## src/rtl/rqa_pkg.sv

```systemverilog
package rqa_pkg;
  typedef enum logic [1:0] {
    MODE_EXPOSED = 2'd0,
    MODE_MSG     = 2'd1,
    MODE_CRED    = 2'd2,
    MODE_BAD     = 2'd3
  } ring_mode_e;

  // log2 of the address step for one element
  function automatic logic [3:0] step_shift(logic [2:0] esz, ring_mode_e m);
    return 4'(esz) + 4'd2 + ((m == MODE_CRED) ? 4'd1 : 4'd0);
  endfunction

  function automatic logic codes_ok(logic [2:0] esz, logic [1:0] mode);
    return (esz != 3'd7) && (mode != 2'd3);
  endfunction
endpackage

```

## src/rtl/rqa_cfg_regs.sv

```systemverilog
module rqa_cfg_regs
  import rqa_pkg::*;
#(
  parameter int AW        = 32,
  parameter int MAX_ELEMS = 16,
  parameter int CW        = $clog2(MAX_ELEMS + 1)
) (
  input  logic          clk,
  input  logic          rst_n,
  input  logic          cfg_we,
  input  logic [AW-1:0] cfg_base,
  input  logic [CW-1:0] cfg_size,
  input  logic [2:0]    cfg_esize,
  input  logic [1:0]    cfg_mode,
  output logic [AW-1:0] base_q,
  output logic [CW-1:0] size_q,
  output logic [2:0]    esz_q,
  output ring_mode_e    mode_q,
  output logic          cfg_load,
  output logic          cfg_err
);
  logic size_ok;
  assign size_ok  = (cfg_size != '0) && (cfg_size <= CW'(MAX_ELEMS));
  assign cfg_load = cfg_we && size_ok && codes_ok(cfg_esize, cfg_mode);

  always_ff @(posedge clk or negedge rst_n) begin
    if (!rst_n) begin
      base_q  <= '0;
      size_q  <= CW'(MAX_ELEMS);
      esz_q   <= 3'd0;
      mode_q  <= MODE_EXPOSED;
      cfg_err <= 1'b0;
    end else begin
      cfg_err <= cfg_we && !cfg_load;
      if (cfg_load) begin
        base_q <= cfg_base;
        size_q <= cfg_size;
        esz_q  <= cfg_esize;
        mode_q <= ring_mode_e'(cfg_mode);
      end
    end
  end

  a_r2_bad_code: assert property (@(posedge clk) disable iff (!rst_n)
    (cfg_we && cfg_esize == 3'd7) |=> (cfg_err && $stable(esz_q) && $stable(base_q)));
  a_r3_bad_mode: assert property (@(posedge clk) disable iff (!rst_n)
    (cfg_we && cfg_mode == 2'd3) |=> (cfg_err && $stable(mode_q)));
  a_r11_bad_size: assert property (@(posedge clk) disable iff (!rst_n)
    (cfg_we && cfg_size == '0) |=> (cfg_err && $stable(size_q)));
endmodule

```

## src/rtl/rqa_ring_ctrl.sv

```systemverilog
module rqa_ring_ctrl
  import rqa_pkg::*;
#(
  parameter int AW = 32,
  parameter int IW = 4,
  parameter int CW = 5
) (
  input  logic          clk,
  input  logic          rst_n,
  input  logic          clear,
  input  logic [AW-1:0] base,
  input  logic [CW-1:0] size,
  input  logic [2:0]    esz,
  input  ring_mode_e    mode,
  input  logic          go_pop,
  input  logic          go_push,
  input  logic          alt,
  output logic          mem_req_valid,
  output logic          mem_req_write,
  output logic [AW-1:0] mem_req_addr,
  output logic          op_err,
  output logic [CW-1:0] occ
);
  logic [IW-1:0] head, tail, head_n, tail_n, idx;
  logic          any_op, bad_mode, bad_level, refuse, accept;

  function automatic logic [IW-1:0] idx_inc(logic [IW-1:0] i, logic [CW-1:0] n);
    return (CW'(i) == n - CW'(1)) ? '0 : i + IW'(1);
  endfunction

  function automatic logic [IW-1:0] idx_dec(logic [IW-1:0] i, logic [CW-1:0] n);
    return (i == '0) ? IW'(n - CW'(1)) : i - IW'(1);
  endfunction

  function automatic logic [AW-1:0] xlate(logic [AW-1:0] b, logic [IW-1:0] i,
                                          logic [2:0] e, ring_mode_e m);
    return b + (AW'(i) << step_shift(e, m));
  endfunction

  assign any_op    = go_pop || go_push;
  assign bad_mode  = alt && (mode == MODE_EXPOSED);
  assign bad_level = go_pop ? (occ == '0) : (occ == size);
  assign refuse    = any_op && (bad_mode || bad_level);
  assign accept    = any_op && !refuse;

  always_comb begin
    head_n = head;
    tail_n = tail;
    idx    = head;
    case ({go_pop, alt})
      2'b10: begin idx = head;               head_n = idx_inc(head, size); end
      2'b11: begin idx = idx_dec(tail, size); tail_n = idx;                end
      2'b00: begin idx = tail;               tail_n = idx_inc(tail, size); end
      default: begin idx = idx_dec(head, size); head_n = idx;              end
    endcase
  end

  always_ff @(posedge clk or negedge rst_n) begin
    if (!rst_n) begin
      head          <= '0;
      tail          <= '0;
      occ           <= '0;
      mem_req_valid <= 1'b0;
      mem_req_write <= 1'b0;
      mem_req_addr  <= '0;
      op_err        <= 1'b0;
    end else if (clear) begin
      head          <= '0;
      tail          <= '0;
      occ           <= '0;
      mem_req_valid <= 1'b0;
      op_err        <= 1'b0;
    end else begin
      mem_req_valid <= accept;
      op_err        <= refuse;
      mem_req_write <= go_push;
      mem_req_addr  <= xlate(base, idx, esz, mode);
      if (accept) begin
        head <= head_n;
        tail <= tail_n;
        occ  <= go_pop ? occ - CW'(1) : occ + CW'(1);
      end
    end
  end

  a_r9_occ_bound: assert property (@(posedge clk) disable iff (!rst_n)
    occ <= size);
  a_r6_refuse_hold: assert property (@(posedge clk) disable iff (!rst_n)
    (refuse && !clear) |=> ($stable(occ) && $stable(head) && $stable(tail) && op_err && !mem_req_valid));
  a_r5_err_excl: assert property (@(posedge clk) disable iff (!rst_n)
    !(op_err && mem_req_valid));
  a_r7_clear: assert property (@(posedge clk) disable iff (!rst_n)
    clear |=> (occ == '0 && head == '0 && tail == '0));
  a_r1_push_write: assert property (@(posedge clk) disable iff (!rst_n)
    (accept && go_push && !clear) |=> (mem_req_valid && mem_req_write));
endmodule

```

## src/rtl/ring_queue_accel.sv

```systemverilog
module ring_queue_accel
  import rqa_pkg::*;
#(
  parameter int AW        = 32,
  parameter int MAX_ELEMS = 16
) (
  input  logic                           clk,
  input  logic                           rst_n,
  input  logic                           cfg_we,
  input  logic [AW-1:0]                  cfg_base,
  input  logic [$clog2(MAX_ELEMS+1)-1:0] cfg_size,
  input  logic [2:0]                     cfg_esize,
  input  logic [1:0]                     cfg_mode,
  input  logic                           ring_clr,
  output logic                           cfg_err,
  input  logic                           push_valid,
  input  logic                           push_at_head,
  output logic                           push_ready,
  input  logic                           pop_valid,
  input  logic                           pop_at_tail,
  output logic                           pop_ready,
  output logic                           mem_req_valid,
  output logic                           mem_req_write,
  output logic [AW-1:0]                  mem_req_addr,
  output logic                           op_err,
  output logic [$clog2(MAX_ELEMS+1)-1:0] occupancy,
  output logic [$clog2(MAX_ELEMS+1)-1:0] free_count,
  output logic                           full
);
  localparam int IW = (MAX_ELEMS > 1) ? $clog2(MAX_ELEMS) : 1;
  localparam int CW = $clog2(MAX_ELEMS + 1);

  logic [AW-1:0] base_q;
  logic [CW-1:0] size_q;
  logic [2:0]    esz_q;
  ring_mode_e    mode_q;
  logic          cfg_load, clear, busy_cfg, pop_fire, push_fire, alt_sel;

  rqa_cfg_regs #(.AW(AW), .MAX_ELEMS(MAX_ELEMS), .CW(CW)) u_cfg (
    .clk(clk), .rst_n(rst_n), .cfg_we(cfg_we), .cfg_base(cfg_base),
    .cfg_size(cfg_size), .cfg_esize(cfg_esize), .cfg_mode(cfg_mode),
    .base_q(base_q), .size_q(size_q), .esz_q(esz_q), .mode_q(mode_q),
    .cfg_load(cfg_load), .cfg_err(cfg_err)
  );

  assign busy_cfg   = cfg_we || ring_clr;
  assign clear      = cfg_load || ring_clr;
  assign pop_ready  = !busy_cfg;
  assign push_ready = !busy_cfg && !pop_valid;
  assign pop_fire   = pop_valid && pop_ready;
  assign push_fire  = push_valid && push_ready;
  assign alt_sel    = pop_fire ? pop_at_tail : push_at_head;

  rqa_ring_ctrl #(.AW(AW), .IW(IW), .CW(CW)) u_ctrl (
    .clk(clk), .rst_n(rst_n), .clear(clear), .base(base_q), .size(size_q),
    .esz(esz_q), .mode(mode_q), .go_pop(pop_fire), .go_push(push_fire),
    .alt(alt_sel), .mem_req_valid(mem_req_valid), .mem_req_write(mem_req_write),
    .mem_req_addr(mem_req_addr), .op_err(op_err), .occ(occupancy)
  );

  assign free_count = size_q - occupancy;
  assign full       = (occupancy == size_q);

  a_r8_pop_first: assert property (@(posedge clk) disable iff (!rst_n)
    (pop_valid && push_valid) |-> (!push_ready && (pop_ready || busy_cfg)));
  a_r9_free_sum: assert property (@(posedge clk) disable iff (!rst_n)
    (CW'(free_count + occupancy) == size_q) && (full == (free_count == '0)));
endmodule

```

## config.mk

```make
export PLATFORM = sky130hd
export DESIGN_NAME = ring_queue_accel
export DESIGN_NICKNAME = d
export VERILOG_FILES = /design/src/rtl/rqa_pkg.sv /design/src/rtl/rqa_cfg_regs.sv /design/src/rtl/rqa_ring_ctrl.sv /design/src/rtl/ring_queue_accel.sv
export SDC_FILE = /design/constraint.sdc
export NUM_CORES = 1
export LEC_CHECK = 0
export ABC_AREA = 1
export CAP_MARGIN = 20
export CORE_MARGIN = 1
export CORE_UTILIZATION = 45
export CTS_BUF_LIST = sky130_fd_sc_hd__clkbuf_8
export CTS_CLUSTER_SIZE = 16
export DETAILED_ROUTE_END_ITERATION = 8
export PLACE_DENSITY_LB_ADDON = 0.05
export SYNTH_ARGS = -nofsm -noshare
export SYNTH_HDL_FRONTEND = slang
export SYNTH_HIERARCHICAL = 1
export SYNTH_SLANG_ARGS = --single-unit
export TNS_END_PERCENT = 50
```

## constraint.sdc

```tcl
create_clock -name clk -period 2.9 [get_ports clk]
set_input_delay 0.87 -clock clk [delete_from_list [all_inputs] [get_ports clk]]
set_output_delay 0.87 -clock clk [all_outputs]
set_load 0.1 [all_outputs]
```

==> results of run 1 <==
worst reg2reg max path, delay by kind of cell, from the launching register on:
family / cells / cell delay (ns)
buf+inv: 2 / 0.28
fa+ha+maj: 1 / 0.21
simple gates: 17 / 2.25
flops: 1 / 0.39
registers in the layout (all words and copies together), names as in the netlist:
| signal | flops |
|---|---|
| u_cfg/base_q | 32 |
| u_ctrl/mem_req_addr | 32 |
| u_cfg/size_q | 5 |
| u_ctrl/occ | 5 |
| u_ctrl/head | 4 |
| u_ctrl/tail | 4 |
| u_cfg/esz_q | 3 |
| u_cfg/mode_q | 2 |
| u_cfg/cfg_err | 1 |
| u_ctrl/mem_req_valid | 1 |
| u_ctrl/mem_req_write | 1 |
| u_ctrl/op_err | 1 |
placed cells by master (no fill, tap or decap), drive strengths merged, types with 2 or more instances in the layout:
| cell | instances |
|---|---|
| o21a | 4 |
| a21oi | 38 |
| buf | 208 |
| nor2 | 68 |
| or2 | 12 |
| nor3 | 18 |
| nand3b | 5 |
| dlygate4sd2 | 2 |
| nand2 | 378 |
| clkinv | 3 |
| clkbuf | 9 |
| xnor2 | 5 |
| o211ai | 2 |
| nand4 | 66 |
| fa | 3 |
| a21o | 2 |
| ha | 37 |
| nand3 | 108 |
| inv | 105 |
| nor4 | 2 |
| clkdlybuf4s50 | 43 |
| and2 | 2 |
| dfrtp | 90 |
| xor2 | 12 |
| o21ai | 30 |
routing by layer:
metal | GRT usage, % | up-vias | wire length (µm)
met2 | 38.3 | 268 | 9000
met1 | 43.5 | 3495 | 11000
met3 | 3.10 | 31 | 1310
li1 | - | 3816 | -
met4 | 9.36 | 0 | 435
met5 | 0 | - | 0
cell families after synthesis:
group,after synthesis,synth area share [%]
AND/OR/NAND/NOR,660,43.1
XOR/XNOR,17,2.16
flip-flops,91,33.0
AO/OA/AOI/OAI,79,6.16
adder cells (fa/ha/maj),40,7.57
buffers and inverters,133,8.03
repair_timing:
item                                    4_1_cts  5_1_grt
resized for setup                            75       97
setup buffers                                13        5
pin swaps                                    30       36
hold buffers                                  0        0
endpoints found under the setup margin       34       33
cell type report:
class | instances | area, µm² | share of cell area, %
multi-input cells | 796 | 4800 | 47.7
repair buffers | 254 | 2170 | 21.5
flip-flops and latches | 91 | 2280 | 22.6
inverters | 101 | 387 | 3.84
clock buffers | 9 | 124 | 1.23
well taps | 184 | 230 | 2.29
clock inverters | 7 | 76.3 | 0.759
power by group:
group	switching (mW)	leakage (nW)	internal (mW)	total [mW]
Clock	0.567	0.103	0.343	0.909
Sequential	0.233	1.16	1.53	1.76
Combinational	3.21	3.93	1.76	4.97
worst paths after layout:
kind | startpoint | end | slack, ns | cells after the start
min in group clk | u_ctrl/mem_req_addr[0] | u_ctrl/mem_req_addr[0] | 0.49 | 2
min reg2reg | u_ctrl/mem_req_addr[0] | u_ctrl/mem_req_addr[0] | 0.49 | 2
min | rst_n | u_ctrl/op_err | 0.42 | 1
max in group asynchronous | rst_n | u_cfg/base_q[19] | 1.80 | 2
max reg2reg | u_cfg/size_q[1] | u_ctrl/mem_req_addr[23] | -0.31 | 20
max | pop_valid | u_ctrl/mem_req_addr[23] | -0.57 | 25
metrics by stage:
step           hold slack (ns)  setup TNS [ns]  util [%]
2_1_floorplan            0.446          -35.51         -
3_3_place_gp             0.464          -40.78      61.6
3_5_place_dp             0.466          -41.69      61.6
4_1_cts                  0.421          -10.47      65.1
5_1_grt                  0.451          -17.49      68.2
6_report                 0.421          -11.67      68.2
==> out/metrics.sh, run 1 <==
CTSROOTBUFFERMASTER='clkbuf_8'
DIE_H_UM=126
PLACEMENT.SETUP.WORST_SLACK_NS=-1.52
FINALNONFILLERCELLS=1442
FINAL_LAYOUT_SIZE_SUFFIX_GT1_SHARE_PCT=32.7
SYNTH_NETS=1110
CTS_BUFFER_DEPTH=2
FLOORPLAN.CORE_AREA_MM2=0.0148
DETAIL_ROUTE.ITER0.VIOLATIONS=514
SYNTH_LARGEST_AREA_CELL='dfrtp_1'
CRITICAL-PATH-MAX-STAGE-DELAY_NS=0.27
ACHIEVABLE-FREQUENCY_MHz=288
PEAKVDDDROP_mV=1.13
DIE-AREA_MM2=0.0158
SYNTHTOPCELLSBYAREA='dfrtp_1 (33%), nand2_1 (20%), nand3_1 (7.2%), ha_1 (6.7%), nand4_1 (6.0%)'
FINAL_PERIOD_MINUS_WORST_SETUP_SLACK_NS=3.47
NETLIST_TOP_CELLS_COUNT='nand2_1 (374), nand3_1 (99), inv_1 (91)'
FINALHOLDVIOLCOUNT=0
TRITONCTS_CLOCK_TREE='yes'
CRITICAL_PATH.MAX_FANOUT=4
FIRST_PASS_GRT_WIRE_LENGTH_UM=34600
CRIT_FAMILY='simple AND/OR/NAND/NOR gates'
CP_DATA_REQUIRED_TIME_NS=3.21
WORST-PATH-BUF-INV=5
CPMAXSTAGEDELAYCELL='nor2_1'
POST_SYNTH_NUM_CELL_TYPES=41
POST_DP_CELL_AREA_MM2=0.00909
FILLERS=1330
RUN_STATUS='finished with violations'
POSTSYNTH.TOPFLOPCELL='dfrtp_1'
ROUTABILITYCONGESTION=0.948
FINISH.NET_COUNT=1343
ASYNCSETRESETFLOPFRACSYNTH_PCT=100
GLOBAL_ROUTE.USAGE.TOTAL_PCT=27.6
DRT-TOTAL-WL_UM=21700
SYNTH_WARNINGS=6
PLACED_CELLS=1408
SYNTH_SEQUENTIAL_AREA_RATIO_PCT=33.0
DIE_WIDTH_UM=126
DESIGN_POWER_TOTAL_mW=7.64
FINAL_MIN_PERIOD_OVER_CLOCK_PERIOD_PCT=120
YOSYSTOPAREACELLSHARE_PCT=32.6
WORST_SETUP_PATH_END_KIND='flip-flop'
POWER.STATIC_LEAKAGE_nW=5.19
DRV.MAX_CAP_VIOLATION_COUNT=0
CRITICALPATHCATEGORY='primary input to flip-flop'
FINAL.SETUP.WORST_SLACK_NS=-0.568
FINAL_ANTENNA_NET_COUNT=0
ANTENNA_FOUND_INITIAL=0
MAXIMUM_NUMBER_OF_PINS_ON_ONE_NET_BEFORE_GLOBAL_ROUTE_REPAIR=44
GRT_PASS1_VIAS=6887
VIOLATIONS='negative setup slack'
WORST_HOLD_PATH_TYPE='primary input to asynchronous set/reset pin'
ANTENNA-DIODE-COUNT=0
CTS-BUFFERS-INSERTED=9
DRT_PASS1_ITERATIONS=5
CLOCK-SINKS=91
MAPPEDNETLISTAREA_MM2=0.00691
GRT_REMAINING_OVERFLOW=0
ROUTE.VIAS.TOTAL=7610
WORST_CLOCK_SKEW_NS=0.0251
PORTBUFFERS=98
ROUTED_VIA_DENSITY=5.28
SETUP_VIOL_COUNT_FINAL=30
RSZ_0062_RAISED_AFTER_GLOBAL_ROUTING='yes'
STARTPOINT_CLASS='primary input'
CTS.HTREE.LEVELS=3
WORSTSKEWPAIRLATENCY_NS=0.41
WORST_MARGIN_SLEW_NS=0.531
DRV_SLEW=0
WORST_SETUP_HOLD_PATH_CLK_SLEW_NS=0.11
LAYOUT-AREA-OVERHEAD-VS-SYNTH_PCT=45.7
SLEW_HEADROOM_PCT=64.6
POSTSYNTHCELLCOUNT=1020
AVGSYNTHCELLAREA_UM2=6.77
SYNTH.FF_LATCH_COUNT=91
TIMING.CRITICAL_PATH.ARRIVAL_NS=3.77
INITIAL_CORE_UTIL_PCT=46.8
IO_PINS=99
YOSYSMOSTFREQUENTCELL='nand2_1'
RESIDUAL_DRC_COUNT=0
DP_HPWL_UM=16400
FLOORPLAN.ROWS=44
DESIGN_AREA_MM2=0.0101
ROUTED_WIRE_LENGTH_PER_INSTANCE_UM=15.1
CELLPOWERDENSITY_mW_PER_MM2=759
SYNTH_EDF_COUNT=0
Note: power is estimated with default switching activity, not from simulation.
==> inputs of run 2 (changes only) <==
--- a/config.mk
+++ b/config.mk
@@ -9,7 +9,7 @@
 export CAP_MARGIN = 20
 export CORE_MARGIN = 1
 export CORE_UTILIZATION = 45
-export CTS_BUF_LIST = sky130_fd_sc_hd__clkbuf_8
+export CTS_BUF_LIST = sky130_fd_sc_hd__clkbuf_2 sky130_fd_sc_hd__clkbuf_4 sky130_fd_sc_hd__clkbuf_8
 export CTS_CLUSTER_SIZE = 16
 export DETAILED_ROUTE_END_ITERATION = 8
 export PLACE_DENSITY_LB_ADDON = 0.05
==> results of run 2 <==
Same layout as run 1: the final DEF is identical, and so are final timing and power.
